**src/rtl/te_pkg.sv**
```systemverilog
// Shared definitions for the tearing-effect line trigger.
package te_pkg;
    typedef enum logic [1:0] {
        TE_OFF     = 2'd0,
        TE_ONE_PIN = 2'd1,
        TE_TWO_PIN = 2'd2,
        TE_RSVD    = 2'd3
    } te_mode_e;

    localparam int TE_LINE_W = 11;
endpackage

```
**src/rtl/te_sync2.sv**
```systemverilog
// Two-flop synchroniser for N asynchronous sync pins.
// Assumes the reset value given is each pin's inactive level, so no pulse
// is seen while the panel idles after reset.
module te_sync2 #(
    parameter int N = 2
) (
    input  logic         clk,
    input  logic         rst_n,
    input  logic [N-1:0] idle_lvl,
    input  logic [N-1:0] pin_in,
    output logic [N-1:0] pin_sync
);
    logic [N-1:0] meta_q;
    logic [N-1:0] sync_q;

    // Two register stages per pin; reset loads the idle level.
    always_ff @(posedge clk) begin
        if (!rst_n) begin
            meta_q <= idle_lvl;
            sync_q <= idle_lvl;
        end else begin
            meta_q <= pin_in;
            sync_q <= meta_q;
        end
    end

    assign pin_sync = sync_q;
endmodule

```
**src/rtl/te_pulse_meter.sv**
```systemverilog
// Measures the length of each active pulse in clock ticks.
// While the level is active, a run counter grows (saturating at all ones).
// In the first inactive cycle `done` is high and `width` holds the length.
// Assumes `act` is already synchronised and polarity-corrected.
module te_pulse_meter #(
    parameter int W = 8
) (
    input  logic         clk,
    input  logic         rst_n,
    input  logic         en,
    input  logic         act,
    output logic         done,
    output logic [W-1:0] width
);
    localparam logic [W-1:0] RUN_MAX = '1;

    logic [W-1:0] run_q;

    // Count active ticks; clear when the level drops or the block is off.
    always_ff @(posedge clk) begin
        if (!rst_n || !en) begin
            run_q <= '0;
        end else if (act) begin
            if (run_q != RUN_MAX) begin
                run_q <= run_q + 1'b1;
            end
        end else begin
            run_q <= '0;
        end
    end

    // Trailing edge: level gone, a run was recorded.
    assign done  = en && !act && (run_q != '0);
    assign width = run_q;


    run_grow_chk: assert property (@(posedge clk) disable iff (!rst_n)
        (en && act && run_q != RUN_MAX) |=> (run_q == $past(run_q) + 1'b1));


    run_clear_chk: assert property (@(posedge clk) disable iff (!rst_n)
        (!act) |=> (run_q == '0));
endmodule

```
**src/rtl/te_classify.sv**
```systemverilog
// Turns finished pulses into vsync / hsync events according to the mode.
// One-pin: the length of the pin A pulse picks vsync (>= vs_w) or hsync
// (>= hs_w and < vs_w). Two-pin: pin A gives vsync, pin B gives hsync,
// each against its own threshold. Off and reserved modes give no events.
module te_classify #(
    parameter int W = 8
) (
    input  logic [1:0]   mode,
    input  logic         a_done,
    input  logic [W-1:0] a_width,
    input  logic         b_done,
    input  logic [W-1:0] b_width,
    input  logic [W-1:0] hs_w,
    input  logic [W-1:0] vs_w,
    output logic         vs_evt,
    output logic         hs_evt
);
    import te_pkg::*;

    te_mode_e mode_e;
    assign mode_e = te_mode_e'(mode);

    // Decode the finished pulses into events.
    always_comb begin
        vs_evt = 1'b0;
        hs_evt = 1'b0;
        unique case (mode_e)
            TE_ONE_PIN: begin
                vs_evt = a_done && (a_width >= vs_w);
                hs_evt = a_done && (a_width >= hs_w) && (a_width < vs_w);
            end
            TE_TWO_PIN: begin
                vs_evt = a_done && (a_width >= vs_w);
                hs_evt = b_done && (b_width >= hs_w);
            end
            default: begin
                vs_evt = 1'b0;
                hs_evt = 1'b0;
            end
        endcase
    end


    always_comb begin
        if (mode_e == TE_ONE_PIN) begin
            one_pin_excl_chk: assert (!(vs_evt && hs_evt));
        end
    end
endmodule

```
**src/rtl/te_line_track.sv**
```systemverilog
// Line counter and trigger register.
// A vsync clears the count; an hsync advances it, holding at the maximum.
// The trigger is registered on the event that lands the count on the
// programmed line. Vsync has priority when both events arrive together.
module te_line_track #(
    parameter int LW = 11
) (
    input  logic          clk,
    input  logic          rst_n,
    input  logic          en,
    input  logic          vs_evt,
    input  logic          hs_evt,
    input  logic [LW-1:0] line,
    output logic          trig
);
    localparam logic [LW-1:0] LINE_MAX = '1;

    logic [LW-1:0] cnt_q;
    logic [LW-1:0] cnt_nx;
    logic          trig_q;

    assign cnt_nx = cnt_q + 1'b1;

    // Track the line number and register the trigger.
    always_ff @(posedge clk) begin
        if (!rst_n || !en) begin
            cnt_q  <= '0;
            trig_q <= 1'b0;
        end else begin
            trig_q <= 1'b0;
            if (vs_evt) begin
                cnt_q  <= '0;
                trig_q <= (line == '0);
            end else if (hs_evt && cnt_q != LINE_MAX) begin
                cnt_q  <= cnt_nx;
                trig_q <= (cnt_nx == line);
            end
        end
    end

    assign trig = trig_q;


    vsync_clear_chk: assert property (@(posedge clk) disable iff (!rst_n)
        (en && vs_evt) |=> (cnt_q == '0));


    sat_hold_chk: assert property (@(posedge clk) disable iff (!rst_n)
        (en && cnt_q == LINE_MAX && !vs_evt) |=> (cnt_q == LINE_MAX));


    single_pulse_chk: assert property (@(posedge clk) disable iff (!rst_n)
        trig_q |=> !trig_q);
endmodule

```
**src/rtl/te_line_trigger.sv**
```systemverilog
// Tearing-effect line trigger, top level.
// Synchronises the two sync pins, applies polarity, measures pulse lengths,
// classifies them into vsync / hsync and fires a one-cycle start trigger
// at the programmed line. Assumes configuration is static while enabled;
// a change is followed by a reset.
module te_line_trigger #(
    parameter int WIDTH_W = 8,
    parameter int LINE_W  = te_pkg::TE_LINE_W
) (
    input  logic               clk,
    input  logic               rst_n,
    input  logic [1:0]         mode,
    input  logic               hs_active_high,
    input  logic               vs_active_high,
    input  logic [WIDTH_W-1:0] hs_width,
    input  logic [WIDTH_W-1:0] vs_width,
    input  logic [LINE_W-1:0]  trig_line,
    input  logic               te_pin_a,
    input  logic               te_pin_b,
    output logic               trig_out
);
    import te_pkg::*;

    localparam int NPIN = 2;

    logic              en;
    logic [NPIN-1:0]   pin_raw;
    logic [NPIN-1:0]   pin_idle;
    logic [NPIN-1:0]   pin_s;
    logic [NPIN-1:0]   pin_act;
    logic [NPIN-1:0]   p_done;
    logic [WIDTH_W-1:0] p_width [NPIN];
    logic              vs_evt;
    logic              hs_evt;

    // Enabled only in the two defined sync modes.
    assign en = (te_mode_e'(mode) == TE_ONE_PIN) || (te_mode_e'(mode) == TE_TWO_PIN);

    // Index 0 is pin A (vsync side), index 1 is pin B (hsync side).
    assign pin_raw  = {te_pin_b, te_pin_a};
    assign pin_idle = {~hs_active_high, ~vs_active_high};

    te_sync2 #(.N(NPIN)) u_sync (
        .clk      (clk),
        .rst_n    (rst_n),
        .idle_lvl (pin_idle),
        .pin_in   (pin_raw),
        .pin_sync (pin_s)
    );

    // Active when the synchronised level differs from the idle level.
    assign pin_act = pin_s ^ pin_idle;

    for (genvar gi = 0; gi < NPIN; gi++) begin : g_meter
        te_pulse_meter #(.W(WIDTH_W)) u_meter (
            .clk   (clk),
            .rst_n (rst_n),
            .en    (en),
            .act   (pin_act[gi]),
            .done  (p_done[gi]),
            .width (p_width[gi])
        );
    end

    te_classify #(.W(WIDTH_W)) u_class (
        .mode    (mode),
        .a_done  (p_done[0]),
        .a_width (p_width[0]),
        .b_done  (p_done[1]),
        .b_width (p_width[1]),
        .hs_w    (hs_width),
        .vs_w    (vs_width),
        .vs_evt  (vs_evt),
        .hs_evt  (hs_evt)
    );

    te_line_track #(.LW(LINE_W)) u_track (
        .clk    (clk),
        .rst_n  (rst_n),
        .en     (en),
        .vs_evt (vs_evt),
        .hs_evt (hs_evt),
        .line   (trig_line),
        .trig   (trig_out)
    );


    off_quiet_chk: assert property (@(posedge clk) disable iff (!rst_n)
        trig_out |-> $past(en));


    pin_b_ignored_chk: assert property (@(posedge clk) disable iff (!rst_n)
        (te_mode_e'(mode) == TE_ONE_PIN) |-> !(hs_evt && !p_done[0]));
endmodule

```
**config.mk**
```make
export PLATFORM = sky130hd
export DESIGN_NAME = te_line_trigger
export DESIGN_NICKNAME = d
export VERILOG_FILES = /design/src/rtl/te_pkg.sv /design/src/rtl/te_sync2.sv /design/src/rtl/te_pulse_meter.sv /design/src/rtl/te_classify.sv /design/src/rtl/te_line_track.sv /design/src/rtl/te_line_trigger.sv
export SDC_FILE = /design/constraint.sdc
export NUM_CORES = 1
export LEC_CHECK = 0
export BUFFER_PORTS_ARGS = -buffer_cell sky130_fd_sc_hd__buf_2
export CORE_MARGIN = 1
export CORE_UTILIZATION = 55
export DETAILED_ROUTE_END_ITERATION = 7
export PLACE_DENSITY_LB_ADDON = 0.15
export REMOVE_ABC_BUFFERS = 1
export SLEW_MARGIN = 15
export SYNTH_ARGS = -nofsm -noshare
export SYNTH_HDL_FRONTEND = slang
export SYNTH_HIERARCHICAL = 1
export SYNTH_SLANG_ARGS = --single-unit
```
**constraint.sdc**
```tcl
create_clock -name clk -period 7 [get_ports clk]
set_input_delay 0.35 -clock clk [delete_from_list [all_inputs] [get_ports clk]]
set_output_delay 0.35 -clock clk [all_outputs]
set_load 0.1 [all_outputs]
```
### Yosys cells after proc, flatten, opt, wreduce, memory -nomap -nowiden

Cells that the tools add are included.

* flip-flop bits (word level): 32
* input port bits: 35
* word-level logic and storage cells: 52

* magnitude comparators: 4
* multiplexer cells: 6
* eq/ne operators: 6
* bitwise logic cells: 5
* reduce and logical (&&, ||, !) cells: 22
* $add $sub $neg: 3

Operators by type and width (number)
* 8-bit greater-or-equal comparator: 3
* 8-bit by 1-bit adder with 8-bit output, second input constant: 2
* 8-bit inequality test, second input constant: 2
* 8-bit nonzero test: 2
* 11-bit by 1-bit adder with 11-bit output, second input constant: 1
* 11-bit == test: 1
* 11-bit logical NOT: 1
* 11-bit inequality test, second input constant: 1
* 1-bit logical AND: 9
* 8-bit less-than comparator: 1
* 2-bit OR reduction: 4
* 1-bit logical NOT: 4
* 2-bit 2-to-1 mux: 2
* 1-bit inverter: 4
* 1-bit 2-to-1 mux: 3
* 2-bit by 1-bit == test with 1-bit output, second input constant: 1
* 2-bit == test, second input constant: 1
* 1-bit logical OR: 2
* 1-bit one-hot mux with 2 select lines: 1
* 2-bit XOR: 1

### Depth between registers and ports, before layout

Gate-level depths: netlist (run 1).

* word-level depth: 11
* depth in mapped cells: 12
* gate-level depth less buffers: 12

### Modules after synthesis

Netlist (run 1), hierarchy kept.

By module, submodules not included
* te_pulse_meter: seq. area each 160.2 um^2, area each 489.2 um^2, cells an instance 55, times used 2
* te_line_track: seq. area each 240.2 um^2, area each 860.8 um^2, cells an instance 114, times used 1
* te_classify: seq. area each 0.0 um^2, area each 644.4 um^2, cells an instance 81, times used 1
* te_sync2: seq. area each 80.1 um^2, area each 125.1 um^2, cells an instance 8, times used 1
* te_line_trigger: seq. area each 0.0 um^2, area each 33.8 um^2, cells an instance 5, times used 1

### Worst setup path before layout (run 1)

No wires, ideal clock.

* kind: register to register
* start: reg g_meter[1].u_meter.run_q[7]
* end: reg u_track.trig_q (netlist: u_track/trig)
* arrival time: 2489 ps
* slack: 4442 ps
* setup time: 69 ps
* buffers on the path: 0
* cell stages (with the launch flop): 11
* period minus slack after synthesis: 2558 ps
* path through: dfxtp_1 -> ha_1 -> and2_1 -> o2111ai_1 -> o31a_1 -> o32ai_2 -> o21ai_0 -> nor4_1 -> nand4_1 -> or4_1 -> o21ai_1

* word-level cells in the longest chain between the ends: 7
* elaborated cells on any way between the ends: 8
* those cells by class: order compare: 1; mux: 3; reduce/logical: 4

RTL lines
* start: declaration: line te_pulse_meter.sv:17 `logic [W-1:0] run_q;`
* start signal: assignment: line te_pulse_meter.sv:25 `run_q <= run_q + 1'b1;`
* branches (longest 2 deep; another with 8-bit greater-or-equal comparator)
* 1-bit logical AND (*): line te_classify.sv:34 `hs_evt = b_done && (b_width >= hs_w);`
* 1-bit one-hot mux with 2 select lines (*): line te_classify.sv:27 `unique case (mode_e)`
* net hs_evt: line te_line_trigger.sv:34 `logic hs_evt;`
* 1-bit logical AND (*): line te_line_track.sv:34 `end else if (hs_evt && cnt_q != LINE_MAX) begin`
* 1-bit 2-to-1 mux (*): line te_line_track.sv:34
* 1-bit 2-to-1 mux (*): line te_line_track.sv:31 `if (vs_evt) begin`
* end signal: assignment: line te_line_track.sv:33 `trig_q <= (line == '0);`
* end signal: assignment: line te_line_track.sv:36 `trig_q <= (cnt_nx == line);`
* end: declaration: line te_line_track.sv:20 `logic trig_q;`

Mark *: on every way through the listed nets, which the timed path passes.
A chain may end at the register's enable or synchronous reset.

### Final worst setup path (run 1)

* start: reg g_meter[0].u_meter.run_q[2]
* end: reg u_track.trig_q (netlist: u_track/trig)

* elaborated cells on any way between the ends: 13
* those cells by class: order compare: 3; mux: 4; reduce/logical: 6

RTL lines
* start: declaration: line te_pulse_meter.sv:17
* start signal: assignment: line te_pulse_meter.sv:25
* branches (longest 2 deep; another with 8-bit greater-or-equal comparator)
* 1-bit logical AND (*): line te_classify.sv:29, te_classify.sv:33
* 1-bit 2-to-1 mux (*)
* net vs_evt: line te_line_trigger.sv:33 `logic vs_evt;`
* 1-bit 2-to-1 mux (*): line te_line_track.sv:31

Marked as above.

==> results of run 1 <==
per-stage QoR:
step | hold slack [ns] | cells | setup WS (ns) | utilization (%) | power [uW]
finish | 0.298 | 408 | 3.94 | 65.9 | 389
global placement | 0.437 | 400 | 4.14 | 63.9 | 245
global route | 0.289 | 408 | 3.82 | 65.9 | 410
floorplan | 0.433 | 312 | 4.39 | - | 224
detailed placement | 0.447 | 400 | 4.01 | 63.9 | 247
CTS | 0.290 | 408 | 3.99 | 65.9 | 394
power breakdown:
group	internal [uW]	total (uW)	switching, uW	leakage [uW]
Sequential	185	188	2.80	0.000259
Combinational	24.7	54.0	29.3	0.000903
Clock	80.1	147	67.1	0.0000455
Total	290	389	99.3	0.00121
routing by layer:
layer / global-route usage, % / part of all wire [%] / vias up
met3: 4.64 / 4.1 / 10
met1: 32.5 / 47 / 1114
met2: 40.5 / 48 / 56
met4: 9.56 / 1.6 / 0
li1: - / - / 1237
met5: 0 / 0 / -
state kept, by name, summed over array words and instances, names as in the netlist:
register and flops:
u_sync/meta_q 2, g_meter.u_meter/width 16, u_sync/pin_sync 2, u_track/trig 1, u_track/cnt_q 11
critical path, cell delays in order (launching register included):
cell and delay [ns]:
dfxtp_1 0.53, ha_1 0.32, a21oi_1 0.20, o211ai_1 0.12
a21oi_1 0.16, o32ai_1 0.11, nand3b_1 0.46, nor3_1 0.33
nand4_1 0.10, or4_1 0.52, o21ai_1 0.15
cell families (layout without fill, tap and decap cells):
| kind of cell | Yosys count | after routing | synth area share [%] |
|---|---|---|---|
| and+or+nand+nor | 114 | 114 | 24.0 |
| AOI/OAI and AO/OA | 73 | 73 | 20.3 |
| buffers and inverters | 41 | 79 | 6.44 |
| DFF | 32 | 32 | 24.2 |
| adders and majority gates | 31 | 31 | 14.7 |
| xor gates and xnor gates | 17 | 17 | 5.63 |
| muxes | 10 | 10 | 4.73 |
worst min path at each step:
stage	cells after the start	end	slack, ns
after floorplan	1	u_sync/pin_sync[0]$_DFF_P_	0.43
after global placement	1	u_sync/pin_sync[1]$_DFF_P_	0.44
after detailed placement	1	u_sync/pin_sync[1]$_DFF_P_	0.45
after CTS	2	u_sync/meta_q[1]$_DFF_P_	0.29
after global routing	2	u_sync/meta_q[0]$_DFF_P_	0.29
final	2	u_sync/meta_q[1]$_DFF_P_	0.30
area by class of cell:
class	instances	area, sq um	area share, %
clock buffers	8	90.1	3.05
inverters	35	131	4.45
multi-input cells	245	1840	62.4
flip-flops and latches	32	641	21.7
well taps	52	65.1	2.21
repair buffers	36	183	6.19
cell usage in the layout (no fill, tap or decap), types with 4 or more instances in the layout:
cell type,count
or3_1,6
buf_2,35
nand2b_1,10
nand2_1,10
dfxtp_1,32
o21ai_0,10
and3_1,4
clkbuf_8,6
a21oi_1,25
xor2_1,7
nor4_1,6
nand4_1,7
mux2_2,4
nor2_1,22
nor3_1,19
ha_1,31
mux2_4,4
xnor2_1,10
inv_1,35
nand3_1,13
==> results.toml, run 1 <==
[global_route]
grt_pass1_vias = 2292
grt.total_usage_pct = 24.8
grt_overflow_total = 0
grt_pass1_wl_microns = 10100
grt_max_degree = 13
antenna_found_initial = 0

[critical_path]
r2r_setup_slack_ns = 3.94
r2r_end = "u_track/trig$_SDFF_PP0_"
endpoint_kind = "flip-flop"
required_ns = 7.21
cp-startpoint = "g_meter[0].u_meter/width[2]$_SDFFE_PP0P_"
rr_worst_depth = 10
worstPathArrival_ns = 3.27
crit_fanout = 12
cp-start-kind = "flip-flop"
crit_end = "u_track/trig$_SDFF_PP0_"
worst-setup-path-type = "reg2reg"
reg2reg_from = "g_meter[0].u_meter/width[2]$_SDFFE_PP0P_"

[timing]
min_period_ns = 3.06
grt_setup_unrepaired = "false"
period_share_pct = 43.7
slew_headroom_pct = 59.9
worst_pin_slew_ns = 0.595
final_hold_viol_count = 0
fmax_mhz = 327
clock_skew_ns = 0.00493
tns_ns = 0
finalSetupViolCount = 0
drv_slew = 0

[cts]
cts_made_buffers = 5
clock-sinks = 32
clk_latency_ns = 0.28
cts_buffer_depth = 2
cts_resized = 0
root_buffer = "clkbuf_8"
clkTransAtPathRegs_ns = 0.07
h-tree-depth = 2
postCtsHoldBufs = 0
cts_tree = "yes"
cts_setup_buffers = 0

[routing]
drtIter0Drc = 178
drc = 3
wl_per_cell_microns = 14.0
drtPass1Iterations = 6
vias = 2417
ant_nets = 0
via_per_inst = 5.92
wl_microns = 5730

[synth]
yosysTopAreaCell = "dfxtp_1"
ys_types = 56
ys_ff_latch = 32
syn_area_sq_um = 2640
synthFlopType = "dfxtp_1"
synth_warnings = 6
synth_top_area_share_pct = 24.2
yosysMostFrequentCell = "inv_1"
async_flop_share_pct = 0
ys_top_cells_by_count = "inv_1 (35), dfxtp_1 (32), ha_1 (31), a21oi_1 (25), nor2_1 (22)"
syn_area_per_cell_sq_um = 8.31
yosysSeqAreaShare_pct = 24.2
synth_edf_count = 0
syn_inst = 318
synth.area.top_cells = "dfxtp_1 (24%), ha_1 (15%), inv_1 (5.0%), a21oi_1 (4.7%), nor3_1 (3.6%)"

[final_layout]
syn_to_final_growth_pct = 11.6
antenna_cells = 0
drive_gt1_share_pct = 19.1
num-nets-final = 421
fillers = 414
final_area_sq_um = 2950

[power]
power_density_nw_per_um2 = 132
ir_drop_v = 0.000105
p_leak_uw = 0.00121

[run]
drv_cap = 0

[placed_design]
placed_cell_area_sq_um = 2860
gp_congestion = 0.890
io_buffers = 35
hpwl_microns = 4500

[status]
outcome = "finished, violations left"
failed_checks = "design-rule violations"

[die]
rows = 24
top_level_ports = 36
die_h_microns = 71.3
die_x_microns = 71.3
core-area_sq_um = 4470
fp.dieArea_sq_um = 5090
initial_core_util_pct = 59.1

[min_path]
hold_class = "in2reg"
min_from = "te_pin_b"
No activity file was read; power rests on OpenSTA's default activity.
==> inputs of run 2 (changes only) <==
==> constraint.sdc (replaced) <==
create_clock -name clk -period 3.2 [get_ports clk]
set_input_delay 0.16 -clock clk [delete_from_list [all_inputs] [get_ports clk]]
set_output_delay 0.16 -clock clk [all_outputs]
set_load 0.1 [all_outputs]
==> run 2 against run 1 <==
Critical path type unchanged. First-iteration DRC count rose by 36%. Highest routed layer unchanged. Combinational power rose by 130%. Global-route usage rose by 0.66 points. Clock power rose by 100%. Largest power group unchanged. Sequential share of layout area barely moved. The flow still finishes with violations (design-rule violations). Cell count rose by 0.25%. Critical endpoint unchanged. Setup slack got worse by 3.6 ns. Flip-flop and latch count did not move.
==> results.toml, run 2 (synthesis gave the netlist of run 1 again) <==
[timing]
slew_headroom_pct = 69.5
finalSetupViolCount = 0
grt_setup_unrepaired = "false"
tns_ns = 0
fmax_mhz = 345
period_share_pct = 90.5
clock_skew_ns = 0.00428
final_hold_viol_count = 0
hold_ws_ns = 0.110
worst_pin_slew_ns = 0.445
min_period_ns = 2.90
drv_slew = 0
setup_slack_ns = 0.304

[die]
rows = 24
initial_core_util_pct = 59.1
die_x_microns = 71.3
top_level_ports = 36
core-area_sq_um = 4470
fp.dieArea_sq_um = 5090
die_h_microns = 71.3

[critical_path]
endpoint_kind = "flip-flop"
crit_fanout = 9
required_ns = 3.42
path_cells = "ha_1 > and2_1 > o2111ai_1 > o31a_1 > o32ai_2 > o21ai_0 > nor4_1 > nand4_1 > or4_1 > o21ai_1"
cpPeakStageDelay_ns = 0.52
worst-setup-path-type = "reg2reg"
cp_num_buf_inv = 0
cp-start-kind = "flip-flop"
cp_top_family = "compound AO/OA/AOI/OAI gates"
worstPathArrival_ns = 3.11
cp_slowest_cell = "or4_1"

[cts]
clkTransAtPathRegs_ns = 0.06
h-tree-depth = 2
cts_setup_buffers = 0
cts_buffer_depth = 2
root_buffer = "clkbuf_8"
cts_made_buffers = 5
cts_tree = "yes"
clk_latency_ns = 0.28
clock-sinks = 32
cts_resized = 0
postCtsHoldBufs = 0

[final_layout]
drive_gt1_share_pct = 19.6
multi_input_area_sq_um = 1840
final_core_util_pct = 66.0
largest_reg_flops = 16
syn_to_final_growth_pct = 11.7
layout.cells.most_common_list = "inv_1 (35), buf_2 (35), dfxtp_1 (32), ha_1 (31), a21oi_1 (25)"
num-nets-final = 423
fillers = 386
antenna_cells = 0
regArea_sq_um = 641
final_area_sq_um = 2950

[placed_design]
io_buffers = 35
gp_congestion = 0.840
dp_slack_ns = 0.342
placed_cell_area_sq_um = 2870
hpwl_microns = 4610

[routing]
drc = 3
dr_wl_met3_microns = 255
via_per_inst = 5.95
wl_met2_microns = 2890
vias = 2433
wl_per_cell_microns = 14.4
met1_length_microns = 2650
ant_nets = 0
drtIter0Drc = 242
drtPass1Iterations = 7
highest_layer = "met4"
wl_microns = 5900

[run]
drv_cap = 0

[power]
power_density_nw_per_um2 = 280
p_leak_uw = 0.00121
ir_drop_v = 0.000163

[global_route]
grt_pass1_vias = 2325
grt_pass1_wl_microns = 10300
antenna_found_initial = 0
grt_max_degree = 14
grt.total_usage_pct = 25.5
grt_overflow_total = 0

[min_path]
hold_class = "in2reg"

[status]
outcome = "finished, violations left"
failed_checks = "design-rule violations"
run 2: worst paths after layout:
path	from	endpoint	slack, ns	cells after the start
setup / recovery	g_meter[1].u_meter/width[7]$_SDFFE_PP0P_	u_track/trig$_SDFF_PP0_	0.30	10
hold / removal	te_pin_a	u_sync/meta_q[0]$_DFF_P_	0.11	2
setup reg to reg	g_meter[1].u_meter/width[7]$_SDFFE_PP0P_	u_track/trig$_SDFF_PP0_	0.30	10
hold reg to reg	u_sync/meta_q[1]$_DFF_P_	u_sync/pin_sync[1]$_DFF_P_	0.46	1
run 2: layer usage:
| metal | track usage [%] | vias up |
|---|---|---|
| met5 | 0 | - |
| met4 | 9.56 | 0 |
| met3 | 3.94 | 8 |
| met2 | 44.2 | 61 |
| met1 | 31.8 | 1125 |
| li1 | - | 1239 |
run 2: worst register-to-register path, stage by stage, from the launching register on:
cell and delay [ns]:
dfxtp_1 0.40, ha_1 0.33, and2_1 0.14, o2111ai_1 0.14
o31a_1 0.32, o32ai_2 0.35, o21ai_0 0.15, nor4_1 0.23
nand4_1 0.12, or4_1 0.52, o21ai_1 0.14
run 2: stage by stage:
| stage | cells | power, uW |
|---|---|---|
| final | 409 | 827 |
| after global routing | 409 | 871 |
| after CTS | 409 | 834 |
| after detailed placement | 402 | 541 |
| after global placement | 402 | 538 |
| after floorplan | 312 | 490 |
run 2: area by class of cell:
class | count | area share [%]
multi-input combinational | 245 | 62.3
sequential | 32 | 21.7
timing repair buffer | 38 | 6.70
inverter | 35 | 4.45
clock buffer | 6 | 2.46
tap | 52 | 2.20
clock inverter | 1 | 0.170
run 2: power by group:
part	total, uW	leakage (uW)	internal, uW	switching, uW
logic	122	0.000912	56.7	65.1
registers	411	0.000259	405	6.19
clock network	294	0.0000410	148	147
total	827	0.00121	610	218
==> inputs of run 3 (changes only) <==
--- a/config.mk
+++ b/config.mk
@@ -5,7 +5,8 @@
 export SDC_FILE = /design/constraint.sdc
 export NUM_CORES = 1
 export LEC_CHECK = 0
-export BUFFER_PORTS_ARGS = -buffer_cell sky130_fd_sc_hd__buf_2
+export BUFFER_PORTS_ARGS = -buffer_cell sky130_fd_sc_hd__buf_4
+export CORE_ASPECT_RATIO = 1.75
 export CORE_MARGIN = 1
 export CORE_UTILIZATION = 55
 export DETAILED_ROUTE_END_ITERATION = 7
==> constraint.sdc (replaced) <==
create_clock -name clk -period 3.7 [get_ports clk]
set_input_delay 0.185 -clock clk [delete_from_list [all_inputs] [get_ports clk]]
set_output_delay 0.185 -clock clk [all_outputs]
set_load 0.1 [all_outputs]
==> run 3 against run 2 <==
The flow now finishes without violations. Wire length increased by 6.7%. Cell count is 0.24% higher. Clock skew up 0.0017 ns. Register-to-register slack improved by 0.48 ns. Largest power group unchanged.
==> results.toml, run 3 (synthesis gave the netlist of run 1 again) <==
[status]
outcome = "completed"

[cts]
cts_resized = 0
postCtsHoldBufs = 0
h-tree-depth = 2
clock-sinks = 32
cts_tree = "yes"
clk_latency_ns = 0.28
cts_buffer_depth = 2
cts_setup_buffers = 0
cts_made_buffers = 5
root_buffer = "clkbuf_8"
clkTransAtPathRegs_ns = 0.07

[critical_path]
cp-startpoint = "g_meter[0].u_meter/width[2]$_SDFFE_PP0P_"
worstPathArrival_ns = 3.14
required_ns = 3.92
path_cells = "ha_1 > a21oi_1 > o211ai_1 > a21oi_1 > o32ai_1 > nand3b_1 > buf_4 > nor3_1 > nand4_1 > or4_1 > o21ai_1"
r2r_end = "u_track/trig$_SDFF_PP0_"
crit_fanout = 12
cp_slowest_cell = "dfxtp_1"
r2r_setup_slack_ns = 0.79
reg2reg_from = "g_meter[0].u_meter/width[2]$_SDFFE_PP0P_"
cpPeakStageDelay_ns = 0.57
worst-setup-path-type = "reg2reg"
cp-start-kind = "flip-flop"
cpMostUsedCell = "a21oi_1"
rr_worst_depth = 11
endpoint_kind = "flip-flop"
crit_end = "u_track/trig$_SDFF_PP0_"

[timing]
clock_skew_ns = 0.00597
tns_ns = 0
grt_setup_unrepaired = "false"
slew_headroom_pct = 68.9
fmax_mhz = 343
finalSetupViolCount = 0
drv_slew = 0
worst_pin_slew_ns = 0.465
final_hold_viol_count = 0
min_period_ns = 2.91
hold_ws_ns = 0.121
period_share_pct = 78.8

[routing]
drc = 0
wl_met2_microns = 3450
met1_length_microns = 2390
dr_wl_met3_microns = 220
via_per_inst = 6.00
drtIter0Drc = 71
highest_layer = "met4"
wl_microns = 6300
wl_per_cell_microns = 15.4
ant_nets = 0
vias = 2459
drtPass1Iterations = 4

[final_layout]
largest_reg_flops = 16
multi_input_area_sq_um = 1840
fillers = 422
regArea_sq_um = 641
layout.cells.most_common_list = "buf_4 (38), inv_1 (35), dfxtp_1 (32), ha_1 (31), a21oi_1 (25)"
drive_gt1_share_pct = 20.1
antenna_cells = 0
syn_to_final_growth_pct = 15.6
num-nets-final = 423
final_common_cell = "buf_4"

[die]
initial_core_util_pct = 56.6
fp.dieArea_sq_um = 5100
die_h_microns = 93.7
rows = 33
die_x_microns = 54.4
core-area_sq_um = 4670
top_level_ports = 36

[global_route]
grt_overflow_total = 0
grt_max_degree = 15
grt_pass1_wl_microns = 9660
grt.total_usage_pct = 26.0
antenna_found_initial = 0
grt_pass1_vias = 2206

[power]
ir_drop_v = 0.000185
p_leak_uw = 0.00125
power_density_nw_per_um2 = 246

[placed_design]
hpwl_microns = 5010
gp_congestion = 0.878
io_buffers = 35

[min_path]
hold_class = "in2reg"

[run]
drv_cap = 0
run 3: metrics by stage:
| step | util [%] | total power [uW] | cell area (sq um) | std cells | setup WS, ns |
|---|---|---|---|---|---|
| after floorplan | - | 423 | 2600 | 312 | 1.09 |
| after global routing | 65.5 | 789 | 3050 | 410 | 0.641 |
| after global placement | 63.5 | 475 | 2960 | 402 | 0.922 |
| after CTS | 65.5 | 760 | 3050 | 410 | 0.856 |
| final | 65.5 | 752 | 3050 | 410 | 0.786 |
| after detailed placement | 63.5 | 478 | 2960 | 402 | 0.858 |
run 3: layout make-up:
cell class / count / share of cell area (%)
multi-input combinational: 245 / 60.2
tap: 52 / 2.13
timing repair buffer: 38 / 9.34
sequential: 32 / 21.0
clock buffer: 6 / 2.70
inverter: 35 / 4.30
clock inverter: 2 / 0.328
run 3: worst min path at each step:
| stage | from | to | slack [ns] | depth (start not counted) |
|---|---|---|---|---|
| after floorplan | te_pin_a | u_sync/meta_q[0]$_DFF_P_ | 0.33 | 1 |
| after global placement | te_pin_a | u_sync/meta_q[0]$_DFF_P_ | 0.41 | 2 |
| after detailed placement | te_pin_b | u_sync/meta_q[1]$_DFF_P_ | 0.42 | 2 |
| after CTS | te_pin_b | u_sync/meta_q[1]$_DFF_P_ | 0.12 | 2 |
| after global routing | te_pin_a | u_sync/meta_q[0]$_DFF_P_ | 0.12 | 2 |
| final | te_pin_a | u_sync/meta_q[0]$_DFF_P_ | 0.12 | 2 |
run 3: power breakdown:
group | internal, uW | switching (uW) | total [uW]
combinational | 59.0 | 55.8 | 115
clock | 148 | 133 | 281
sequential | 350 | 5.22 | 356
total | 558 | 194 | 752
run 3: per-layer routing:
layer	up-vias	GRT usage, %
li1	1238	-
met3	17	3.88
met2	62	48.9
met4	0	12.0
met1	1142	25.7
met5	-	0
run 3: critical path, delay by kind of cell (launching register included):
kind / cells / cell delay [ns]
buffers and inverters: 1 / 0.19
adders and majority gates: 1 / 0.33
and+or+nand+nor: 4 / 1.03
AOI/OAI and AO/OA: 5 / 0.72
DFF: 1 / 0.57
